==> config.mk <==
export PLATFORM = sky130hd
export DESIGN_NAME = wdog_timer
export DESIGN_NICKNAME = d
export VERILOG_FILES = /design/src/rtl/wdog_pkg.sv /design/src/rtl/wdog_prescaler.sv /design/src/rtl/wdog_interval_counter.sv /design/src/rtl/wdog_reset_pulse.sv /design/src/rtl/wdog_timer.sv
export SDC_FILE = /design/constraint.sdc
export NUM_CORES = 1
export LEC_CHECK = 0
export ABC_AREA = 1
export BUFFER_PORTS_ARGS = -buffer_cell sky130_fd_sc_hd__buf_4
export CAP_MARGIN = 25
export CORE_UTILIZATION = 50
export CTS_BUF_LIST = sky130_fd_sc_hd__clkbuf_8
export CTS_CLUSTER_DIAMETER = 50
export DETAILED_ROUTE_END_ITERATION = 8
export GPL_TIMING_DRIVEN = 0
export PLACE_DENSITY = 0.8
export SYNTH_ARGS = -nofsm -noshare
export SYNTH_HDL_FRONTEND = slang
export SYNTH_SLANG_ARGS = --single-unit
==> constraint.sdc <==
create_clock -name clk -period 3.8 [get_ports clk]
set_clock_uncertainty 0.05 [all_clocks]
set_input_delay 0.76 -clock clk [delete_from_list [all_inputs] [get_ports clk]]
set_output_delay 0.76 -clock clk [all_outputs]
set_load 0.03 [all_outputs]
==> src/rtl/wdog_pkg.sv <==
package wdog_pkg;
  localparam int DATA_W    = 32;
  localparam int B_RESTART = 0;
  localparam int B_RST_EN  = 1;
  localparam int B_RST_FLG = 2;
  localparam int B_IRQ_FLG = 3;
  localparam int B_ISEL_LO = 4;
  localparam int B_IRQ_EN  = 6;
  localparam int B_ENABLE  = 7;
  localparam int B_DIV_LO  = 10;
  localparam int DIV_STEP_LOG2  = 3;  // x8 per divider step
  localparam int ISEL_STEP_LOG2 = 2;  // x4 per interval step
endpackage

==> src/rtl/wdog_prescaler.sv <==
module wdog_prescaler #(
  parameter int BASE_CYCLES = 16
) (
  input  logic       clk,
  input  logic       rst,
  input  logic       enable,
  input  logic       restart,
  input  logic [1:0] div_sel,
  output logic       ptick
);
  import wdog_pkg::*;
  localparam int DIV_W = 3 * DIV_STEP_LOG2;
  localparam int BW    = (BASE_CYCLES > 1) ? $clog2(BASE_CYCLES) : 1;

  logic             base_tick;
  logic [DIV_W-1:0] div_cnt;
  logic [DIV_W-1:0] div_lim;

  generate
    if (BASE_CYCLES == 1) begin : g_direct
      assign base_tick = enable;
    end else begin : g_count
      logic [BW-1:0] base_cnt;
      assign base_tick = enable && (base_cnt == BW'(BASE_CYCLES - 1));
      always_ff @(posedge clk) begin
        if (rst || restart)  base_cnt <= '0;
        else if (base_tick)  base_cnt <= '0;
        else if (enable)     base_cnt <= base_cnt + 1'b1;
      end
    end
  endgenerate

  always_comb div_lim = DIV_W'((1 << (DIV_STEP_LOG2 * int'(div_sel))) - 1);

  assign ptick = base_tick && (div_cnt >= div_lim);

  always_ff @(posedge clk) begin
    if (rst || restart)  div_cnt <= '0;
    else if (ptick)      div_cnt <= '0;
    else if (base_tick)  div_cnt <= div_cnt + 1'b1;
  end

  a_r9_halt_hold: assert property (@(posedge clk) disable iff (rst)
    (!enable && !restart) |=> $stable(div_cnt));
endmodule

==> src/rtl/wdog_interval_counter.sv <==
module wdog_interval_counter #(
  parameter int INT_EXP     = 4,
  parameter int EXTRA_TICKS = 1024
) (
  input  logic       clk,
  input  logic       rst,
  input  logic       ptick,
  input  logic       restart,
  input  logic [1:0] isel,
  output logic       irq_evt,
  output logic       rst_evt
);
  import wdog_pkg::*;
  localparam int MAX_CNT = (1 << (INT_EXP + 3 * ISEL_STEP_LOG2)) + EXTRA_TICKS;
  localparam int CNT_W   = $clog2(MAX_CNT + 1);

  logic [CNT_W-1:0] cnt_q;
  logic [CNT_W-1:0] irq_pt;
  logic [CNT_W-1:0] end_pt;

  always_comb begin
    irq_pt = CNT_W'(1) << (INT_EXP + ISEL_STEP_LOG2 * int'(isel));
    end_pt = irq_pt + CNT_W'(EXTRA_TICKS);
  end

  assign irq_evt = ptick && (cnt_q == irq_pt - 1'b1);
  assign rst_evt = ptick && (cnt_q == end_pt - 1'b1);

  always_ff @(posedge clk) begin
    if (rst || restart)                 cnt_q <= '0;
    else if (ptick && cnt_q != end_pt)  cnt_q <= cnt_q + 1'b1;
  end

  a_r4_single_event: assert property (@(posedge clk) disable iff (rst)
    !(irq_evt && rst_evt));
endmodule

==> src/rtl/wdog_reset_pulse.sv <==
module wdog_reset_pulse #(
  parameter int RST_CYCLES = 64
) (
  input  logic clk,
  input  logic rst,
  input  logic fire,
  output logic pulse
);
  localparam int PW = $clog2(RST_CYCLES + 1);
  logic [PW-1:0] left_q;

  always_ff @(posedge clk) begin
    if (rst) begin
      pulse  <= 1'b0;
      left_q <= '0;
    end else if (fire) begin
      pulse  <= 1'b1;
      left_q <= PW'(RST_CYCLES - 1);
    end else if (pulse) begin
      if (left_q == '0) pulse <= 1'b0;
      else              left_q <= left_q - 1'b1;
    end
  end

  a_r7_pulse_held: assert property (@(posedge clk) disable iff (rst)
    (pulse && left_q != '0) |=> pulse);
endmodule

==> src/rtl/wdog_timer.sv <==
module wdog_timer #(
  parameter int ADDR_W      = 8,
  parameter int CTRL_OFS    = 'h1C,
  parameter int BASE_CYCLES = 16,
  parameter int INT_EXP     = 4,
  parameter int EXTRA_TICKS = 1024,
  parameter int RST_CYCLES  = 64
) (
  input  logic              clk,
  input  logic              rst,
  input  logic              reg_wr,
  input  logic              reg_rd,
  input  logic [ADDR_W-1:0] reg_addr,
  input  logic [31:0]       reg_wdata,
  output logic [31:0]       reg_rdata,
  output logic              wdt_irq,
  output logic              wdt_rst_out
);
  import wdog_pkg::*;

  logic       en_q, ie_q, re_q, irq_flag_q, rst_flag_q;
  logic [1:0] div_q, isel_q;
  logic       hit_wr, hit_rd, restart;
  logic       ptick, irq_evt, rst_evt, rst_fire;
  logic [DATA_W-1:0] view;

  assign hit_wr  = reg_wr && (reg_addr == ADDR_W'(CTRL_OFS));
  assign hit_rd  = reg_rd && (reg_addr == ADDR_W'(CTRL_OFS));
  assign restart = hit_wr && reg_wdata[B_RESTART];

  wdog_prescaler #(.BASE_CYCLES(BASE_CYCLES)) u_pre (
    .clk(clk), .rst(rst), .enable(en_q), .restart(restart),
    .div_sel(div_q), .ptick(ptick));

  wdog_interval_counter #(.INT_EXP(INT_EXP), .EXTRA_TICKS(EXTRA_TICKS)) u_cnt (
    .clk(clk), .rst(rst), .ptick(ptick), .restart(restart),
    .isel(isel_q), .irq_evt(irq_evt), .rst_evt(rst_evt));

  assign rst_fire = rst_evt && re_q;

  wdog_reset_pulse #(.RST_CYCLES(RST_CYCLES)) u_pulse (
    .clk(clk), .rst(rst), .fire(rst_fire), .pulse(wdt_rst_out));

  always_ff @(posedge clk) begin
    if (rst) begin
      en_q <= 1'b0; ie_q <= 1'b0; re_q <= 1'b0;
      div_q <= '0;  isel_q <= '0;
    end else if (hit_wr) begin
      en_q   <= reg_wdata[B_ENABLE];
      ie_q   <= reg_wdata[B_IRQ_EN];
      re_q   <= reg_wdata[B_RST_EN];
      div_q  <= reg_wdata[B_DIV_LO +: 2];
      isel_q <= reg_wdata[B_ISEL_LO +: 2];
    end
  end

  always_ff @(posedge clk) begin
    if (rst) begin
      irq_flag_q <= 1'b0;
      rst_flag_q <= 1'b0;
    end else begin
      if (irq_evt)                             irq_flag_q <= 1'b1;
      else if (hit_wr && reg_wdata[B_IRQ_FLG]) irq_flag_q <= 1'b0;
      if (rst_fire)                            rst_flag_q <= 1'b1;
      else if (hit_wr && reg_wdata[B_RST_FLG]) rst_flag_q <= 1'b0;
    end
  end

  always_comb begin
    view = '0;
    view[B_DIV_LO +: 2]  = div_q;
    view[B_ENABLE]       = en_q;
    view[B_IRQ_EN]       = ie_q;
    view[B_ISEL_LO +: 2] = isel_q;
    view[B_IRQ_FLG]      = irq_flag_q;
    view[B_RST_FLG]      = rst_flag_q;
    view[B_RST_EN]       = re_q;
  end

  always_ff @(posedge clk) begin
    if (rst)         reg_rdata <= '0;
    else if (hit_rd) reg_rdata <= view;
    else             reg_rdata <= '0;
  end

  assign wdt_irq = irq_flag_q && ie_q;

  a_r3_restart_reads_zero: assert property (@(posedge clk) disable iff (rst)
    reg_rd |=> !reg_rdata[B_RESTART]);
  a_r9_no_flag_when_off: assert property (@(posedge clk) disable iff (rst)
    !en_q |=> !$rose(irq_flag_q));
  a_r8_flag_needs_rst_en: assert property (@(posedge clk) disable iff (rst)
    $rose(rst_flag_q) |-> $past(re_q));
  a_r7_pulse_needs_enable: assert property (@(posedge clk) disable iff (rst)
    $rose(wdt_rst_out) |-> $past(en_q));
endmodule

-- After elaboration in Yosys (flattened, before gate mapping)
Index checks and enable logic that the tools add are counted.
Widths: inputs -> output; s select.
- register bits: 74
- bits of input ports: 44
- output and inout port bits: 34
- logic and storage cells: 69
- $add $sub $neg: 9
- multipliers: 1
- order comparisons: 1
- equal/unequal tests: 6
- shift operators: 2
- mux-type cells: 10
- bitwise gates (word level): 2
- reduce and logical (&&, ||, !) cells: 23
- operators with widths (cell ; number):
    $shl 1x32->12 const A ; 1
    $shl 1x32->9 const A ; 1
    $eq 12x12->1 ; 2
    $sub 12x1->12 const B ; 2
    $mux 6 ; 3
    $add 12x1->12 const B ; 1
    $add 12x11->12 const B ; 1
    $logic_and 1x1->1 ; 12
    $ne 12x12->1 ; 1
    $add 9x1->9 const B ; 1
    $ge 9x9->1 ; 1
    $sub 9x2->9 const B ; 1
    $eq 8x5->1 const B ; 1
    $reduce_or 2->1 ; 4
    $logic_not 7->1 ; 1
    $mux 1 ; 7
    $sub 7x1->7 const B ; 1
    $reduce_bool 2->1 ; 3
    $add 3x3->4 const A ; 1
    $add 4x1->4 const B ; 1
    $eq 4x4->1 const B ; 1
    $mul 2x2->4 const A ; 1
    $reduce_and 2->1 ; 2
    $ne 2x2->1 const B ; 1
    2 further kinds ; 3

-- Longest topological paths before layout
Gate-level depths: netlist of the first run.
- depth after elaboration: 9
- depth in mapped cells: 17
- mapped depth without buffers: 17

-- Hierarchy
Synthesis of the first run repeated with hierarchy kept, for this count alone.
- cell total of the unflattened synthesis: 406
- area, all modules: 2959.1 sq um
- modules (own cells, without submodules) (module ; instances ; cells each ; area each (sq um)):
    wdog_timer ; 1 ; 108 ; 844.6
    wdog_prescaler ; 1 ; 105 ; 828.3
    wdog_interval_counter ; 1 ; 123 ; 794.5
    wdog_reset_pulse ; 1 ; 70 ; 491.7

-- Worst setup path before layout of the first run
OpenSTA, ideal clock, no wires.
- path kind: input -> register
- start: input reg_addr[1]
- end: register u_cnt.cnt_q[10]
- library setup time: 0.120 ns
- arrival: 1.637 ns
- setup slack: 1.993 ns
- stages: 9
- path buffers: 1
- path through: nor3_1 -> nand4_1 -> inv_1 -> nand2_1 -> inv_1 -> a21oi_2 -> inv_1 -> buf_2 -> a21oi_1
- word-level cells in the longest chain between the ends: 4
- RTL lines (what ; line ; text):
    start, declared ; wdog_timer.sv:13 ; input logic [ADDR_W-1:0] reg_addr,
    $eq 8x5->1 ; wdog_timer.sv:27 ; assign hit_wr = reg_wr && (reg_addr == ADDR_W'(CTRL_OFS));
    $logic_and 1x1->1 ; wdog_timer.sv:27 ;
    $logic_and 1x1->1 ; wdog_timer.sv:29 ; assign restart = hit_wr && reg_wdata[B_RESTART];
    $logic_or 1x1->1 ; wdog_interval_counter.sv:30 ; if (rst || restart) cnt_q <= '0;
    end signal, assigned ; wdog_interval_counter.sv:31 ; else if (ptick && cnt_q != end_pt) cnt_q <= cnt_q + 1'b1;
    end, declared ; wdog_interval_counter.sv:17 ; logic [CNT_W-1:0] cnt_q;
No other way between the ends.
A chain may end at the register's enable or synchronous reset.

-- Final worst setup path of the first run
- start: register div_q[0]
- end: register u_cnt.cnt_q[8]
- word-level cells in the longest chain between the ends: 6
- RTL lines (what ; line ; text):
    start, declared ; wdog_timer.sv:22 ; logic [1:0] div_q, isel_q;
    start signal, assigned ; wdog_timer.sv:52 ; div_q <= reg_wdata[B_DIV_LO +: 2];
    $mul 2x2->4 ; wdog_prescaler.sv:33 ; always_comb div_lim = DIV_W'((1 << (DIV_STEP_LOG2 * int'(div_sel))) - 1);
    $shl 1x32->9 ; wdog_prescaler.sv:33 ;
    $sub 9x2->9 ; wdog_prescaler.sv:33 ;
    $ge 9x9->1 ; wdog_prescaler.sv:35 ; assign ptick = base_tick && (div_cnt >= div_lim);
    $logic_and 1x1->1 ; wdog_prescaler.sv:35 ;
    $logic_and 1x1->1 ; wdog_interval_counter.sv:31 ;
No other way between the ends.

==> results of run 1 <==
## how the worst min path moves through the flow
stage / start / endpoint / slack [ns] / cells past startpoint
floorplan: rst_flag_q / reg_rdata[2] / 0.36 / 2
global placement: rst_flag_q / reg_rdata[2] / 0.37 / 2
finish: rst_flag_q / reg_rdata[2] / 0.38 / 2
detailed placement: rst_flag_q / reg_rdata[2] / 0.37 / 2
global route: irq_flag_q / reg_rdata[3] / 0.42 / 2
CTS: rst_flag_q / reg_rdata[2] / 0.38 / 2
## cell type report
cell class                      count  area, sq um
Inverter                           48          183
Multi-Input combinational cell    269         1510
Fill cell                         505         2120
Clock buffer                        6         82.6
Buffer                             32          226
Clock inverter                      2         38.8
Sequential cell                    51         1020
Timing Repair Buffer               32          240
Tap cell                           72         90.1
## kinds of logic after synthesis
group | synth area share (%)
and+or+nand+nor | 26.7
buffers and inverters | 14.3
AOI/OAI and AO/OA | 9.43
DFF | 35.8
xor gates and xnor gates | 7.06
adders and majority gates | 6.58
other | 0.131
## routing by layer
layer	vias to the layer above	track usage [%]
li1	1292	-
met1	1084	25.3
met2	79	34.2
met3	8	4.59
met4	0	8.11
met5	-	0
## sequential cells by signal, summed over array words and instances (netlist names), 2 cells and up
| name | count |
|---|---|
| u_pulse.left_q | 7 |
| isel_q | 2 |
| u_pre.g_count.base_cnt | 4 |
| reg_rdata | 9 |
| div_q | 2 |
| u_pre.div_cnt | 9 |
| u_cnt.cnt_q | 12 |
## placed cells by master, fill, tap and decap left out, types with 4 or more instances in the layout
master,n
nand4_1,17
buf_2,4
clkbuf_8,6
o21ai_0,15
xor2_1,15
conb_1,23
inv_1,47
xnor2_1,8
nor2_1,35
a21oi_1,37
buf_4,55
ha_1,15
nand3_1,14
nand2_1,62
dfxtp_1,51
nor3_1,8
## cells in the mapped netlist
cell      instances
nand4_1          17
nor3_1            8
nand2_1          62
ha_1             15
conb_1            1
nand3_1          14
nor2_2            2
inv_4             1
buf_6             2
o21ai_0          15
a21oi_1          37
nand3_2           3
dfxtp_1          51
nor4_1            1
inv_1            47
nand2_2           3
nor3b_1           2
clkbuf_1          3
nor2_1           35
nor3_4            1
and2_4            1
a21oi_2           1
xor2_1           15
or2_2             1
nor2_4            1
nor4_2            1
nand4_4           1
buf_2             4
nand2_4           2
buf_4            23
xnor2_1           8
## report_power, final
group | internal (mW) | switching [mW] | total (mW)
Combinational | 0.0328 | 0.0475 | 0.0803
Sequential | 0.534 | 0.000207 | 0.534
Clock | 0.217 | 0.186 | 0.403
Total | 0.784 | 0.234 | 1.02
## worst reg2reg max path, delay by kind of cell (launching register included)
| family | cells | cell delay, ns |
|---|---|---|
| buffers and inverters | 3 | 0.27 |
| and+or+nand+nor | 12 | 0.89 |
| DFF | 1 | 0.35 |
| AOI/OAI and AO/OA | 1 | 0.13 |
| adders and majority gates | 1 | 0.27 |
==> impl_metrics.yaml, run 1 <==
die:
  die-height_um: 77.6
  start_util_pct: 51.8
  core_area_sq_mm: 0.00551
  placementRows: 27
  die_x_um: 77.6
  die_area_sq_mm: 0.00601
  io_pins: 78
global_routing:
  grt_max_degree: 17
  grt_pass1_vias: 2216
  grt_first_pass_wirelength_mm: 9.75
  grtUsageTotal_pct: 20.4
  antenna_found_initial: 0
  grt_overflow: 0
sta:
  period_share_pct: 53.4
  drv_slew: 0
  hold_viol_final: 0
  setup_viol: 0
  fin_tns_setup_ns: 0
  hold_slack_ns: 0.383
  fmaxAchievable_ghz: 0.493
  setup_slack_ns: 1.77
  period_needed_ns: 2.03
  rsz0062_at_grt: "false"
pwr:
  ir_worst_vdd_mv: 0.203
  power_leakage_nw: 1.53
  fin_total_pwr_mw: 1.02
  power_density_mw_per_mm2: 300
finish:
  syn_to_final_growth_pct: 18.7
  final_util_pct: 61.5
  stdcell_area_sq_mm: 0.00339
  antenna_cells: 0
  instances_no_fill: 512
  final_nets: 498
  drive_gt1_share_pct: 19.8
critical_path:
  path_delay_family: "simple AND/OR/NAND/NOR gates"
  regToRegStartpoint: "div_q[0]"
  critPathLaunch: "div_q[0]"
  worst-path-stages: 17
  max_stage_delay_ns: 0.35
  path_buf_inv: 3
  r2r_slack_ns: 1.77
  cp_cell_sequence: "nor2_2 > inv_1 > ha_1 > inv_1 > nand2_1 > nand2_1 > nand3_1 > nand2_1 > nand2_1 > nand2_1 > nand2_1 > nand2_2 > nand2_4 > nand3_2 > buf_6 > nand2_1 > a21oi_1"
  crit_fanout: 10
  required_ns: 3.99
  path_class: "reg -> reg"
  reg2reg_to: "u_cnt.cnt_q[8]"
  reg2regPathDepth: 17
  worst_ep_arrival_time_ns: 2.22
  cp_common_cell: "nand2_1"
  slowest_stage: "dfxtp_1"
  cp-start-kind: "flop"
  endpoint: "u_cnt.cnt_q[8]"
  cp-end-kind: "flop"
clock_network:
  clk_pin_slew_ns: 0.10
  root_buffer: "clkbuf_8"
  cts.path.max_buffers: 2
  cts_tree: "built"
  htree_levels: 2
  cts.sinks: 51
  cts_resized: 0
  cts_setup_buffers: 0
  holdBufCountCts: 0
  clock_latency_ns: 0.31
  cts_buffers: 5
drt:
  drt_wl_total_mm: 5.61
  drc: 0
  highest_layer: "met4"
  postRouteAntennaNets: 0
  wl_met2_mm: 2.67
  wire_per_inst_um: 10.9
  num_vias: 2463
  wl_met3_um: 352
  drt_iter0_drc: 115
  firstDrtPassIters: 6
  m1WireLength_mm: 2.50
  via_per_inst: 4.81
synth:
  synth.yosys.seq_area_share_pct: 35.8
  yosys.area.top_type: "dfxtp_1"
  syn-cell-area_sq_mm: 0.00285
  synth_top_cell_area_share_pct: 35.8
  yosysUniqueCellTypes: 31
  avgSynthCellArea_sq_um: 7.55
  yosys_warnings: 0
  synth_cells: 378
  synthTopCellsByArea: "dfxtp_1 (36%), nand2_1 (8.2%), ha_1 (6.6%)"
  ys_seq_elements: 51
placement:
  dpl_cell_area_sq_mm: 0.00327
  io_buffers: 32
  gp_congestion: 0.917
  dp_cells: 504
  dp_slack_ns: 1.59
  place_hpwl_mm: 4.37
hold_path:
  min_path_type: "reg -> reg"
outcome:
  status: "finished, final reports clean"
run:
  maxCapViolCount: 0
Note: power is estimated with default switching activity, not from simulation.
==> inputs of run 2 (changes only) <==
clock period = 2.07 ns   (was 3.8 ns; I/O delays follow)
==> run 2 against run 1 <==
Setup slack lost 1.7 ns. Power grew 85%. Hold slack lost 0.070 ns. Critical path depth is the same. Combinational power grew 88%. Non-clock buffer count grew 4. Via count grew 2.8%. Largest power group unchanged.
==> impl_metrics.yaml, run 2 (synthesis results as in run 1) <==
die:
  die-height_um: 77.6
  placementRows: 27
  die_x_um: 77.6
  core_area_sq_mm: 0.00551
  die_area_sq_mm: 0.00601
  start_util_pct: 51.8
  io_pins: 78
clock_network:
  cts_buffers: 5
  cts.path.max_buffers: 2
  clock_latency_ns: 0.31
  root_buffer: "clkbuf_8"
  cts.sinks: 51
  clk_pin_slew_ns: 0.10
  cts_tree: "built"
  htree_levels: 2
sta:
  fmaxAchievable_ghz: 0.495
  worst-slew-pin-transition_ns: 0.503
  hold_viol_final: 0
  setup_viol: 0
  period_share_pct: 97.6
  period_needed_ns: 2.02
  rsz0062_at_grt: "true"
  relSlewSlack_pct: 66.4
  drv_slew: 0
finish:
  largest_registers: "u_cnt.cnt_q x12, reg_rdata x9, u_pre.div_cnt x9"
  num-fill-cells: 474
  final_cell_mix: "buf_4 (57), nand2_1 (50), dfxtp_1 (49), inv_1 (45), nor2_1 (34)"
  top_register: "u_cnt.cnt_q"
  largest_register_ffs: 12
  final_nets: 502
  instances_no_fill: 516
  antenna_cells: 0
  drive_gt1_share_pct: 26.1
  final_common_cell: "buf_4"
  syn_to_final_growth_pct: 24.6
  stdcell_area_sq_mm: 0.00356
placement:
  gp_congestion: 0.917
  io_buffers: 32
  dp_cells: 504
  dpl_cell_area_sq_mm: 0.00327
  place_hpwl_mm: 4.37
global_routing:
  grt_pass1_vias: 2216
  grt_overflow: 0
  antenna_found_initial: 0
  grt_max_degree: 17
  grt_first_pass_wirelength_mm: 9.75
  grtUsageTotal_pct: 20.4
drt:
  firstDrtPassIters: 4
  wire_per_inst_um: 11.8
  drt_wl_total_mm: 6.10
  drt_iter0_drc: 122
  via_per_inst: 4.91
  num_vias: 2531
  drc: 0
  postRouteAntennaNets: 0
pwr:
  power_density_mw_per_mm2: 529
  ir_worst_vdd_mv: 0.339
  power_leakage_nw: 1.57
run:
  maxCapViolCount: 0
critical_path:
  cp-end-kind: "flop"
  worst_ep_arrival_time_ns: 2.17
  required_ns: 2.22
  path_class: "reg -> reg"
  crit_fanout: 6
  cp-start-kind: "flop"
hold_path:
  min_path_type: "in -> reg"
outcome:
  status: "finished, final reports clean"
## run 2: changes by cell type in the layout (fill, tap and decap cells not counted), moves of 5 or more
cell,before,now
nand2_1,62,50
a21oi_2,1,6
a21oi_1,37,32
nand2_4,2,7
nand2_2,3,10
## run 2: per-stage QoR
stage               setup slack [ns]  hold WS [ns]  util [%]  power [mW]  setup TNS, ns
floorplan                      0.292         0.358         -        1.11              0
global placement               0.121         0.369      59.3        1.15              0
detailed placement            0.0900         0.370      59.3        1.15              0
CTS                           0.0392         0.305      61.5        1.89              0
global route                  -0.107         0.337      64.6        1.94          -2.02
finish                        0.0503         0.313      64.6        1.88              0
## run 2: what timing repair did
item	in CTS	in global routing
endpoints found under the hold margin	0	0
setup buffers	0	3
endpoints found under the setup margin	0	31
resized for setup	0	41
hold buffers	0	0
## run 2: path summary, 6_finish.rpt
path         depth (start not counted)          from             end  slack (ns)
max                                 17      div_q[1]  u_cnt.cnt_q[8]        0.05
min                                  4  reg_wdata[3]      irq_flag_q        0.31
max reg2reg                         17      div_q[1]  u_cnt.cnt_q[8]        0.05
min reg2reg                          2    rst_flag_q    reg_rdata[2]        0.38
## run 2: metal layers
metal	wire, um	GRT usage (%)	vias to the layer above	part of all wire (%)
li1	-	-	1299	-
met1	2660	25.3	1150	44
met2	3000	34.2	73	49
met3	340	4.59	9	5.6
met4	92	8.11	0	1.5
met5	0	0	-	0
## run 2: where the power goes
| group | leakage, nW | switching (mW) | internal [mW] |
|---|---|---|---|
| registers | 0.412 | 0.000423 | 0.978 |
| logic | 1.09 | 0.0897 | 0.0616 |
| clock network | 0.0618 | 0.353 | 0.398 |
| total | 1.57 | 0.443 | 1.44 |
## run 2: layout make-up
type                    instances  area, sq um  share of cell area [%]
repair buffers                 36          278                    7.81
plain buffers                  32          234                    6.58
multi-input cells             269         1620                    45.6
flip-flops and latches         51         1030                    28.9
clock inverters                 2         38.8                    1.09
clock buffers                   6         82.6                    2.32
well taps                      72         90.1                    2.53
inverters                      48          183                    5.14
## run 2: critical path, cell delays in order, from the launching register on
cell and delay (ns):
dfxtp_4 0.37, nor2_4 0.16, inv_2 0.06, ha_4 0.26
inv_2 0.03, nand2_2 0.04, nand2_1 0.05, nand3_1 0.07
nand2_1 0.06, nand2_1 0.05, nand2_1 0.06, nand2_2 0.07
nand2_2 0.07, nand2_4 0.12, nand3_4 0.11, buf_8 0.17
nand2_4 0.05, a21oi_2 0.05
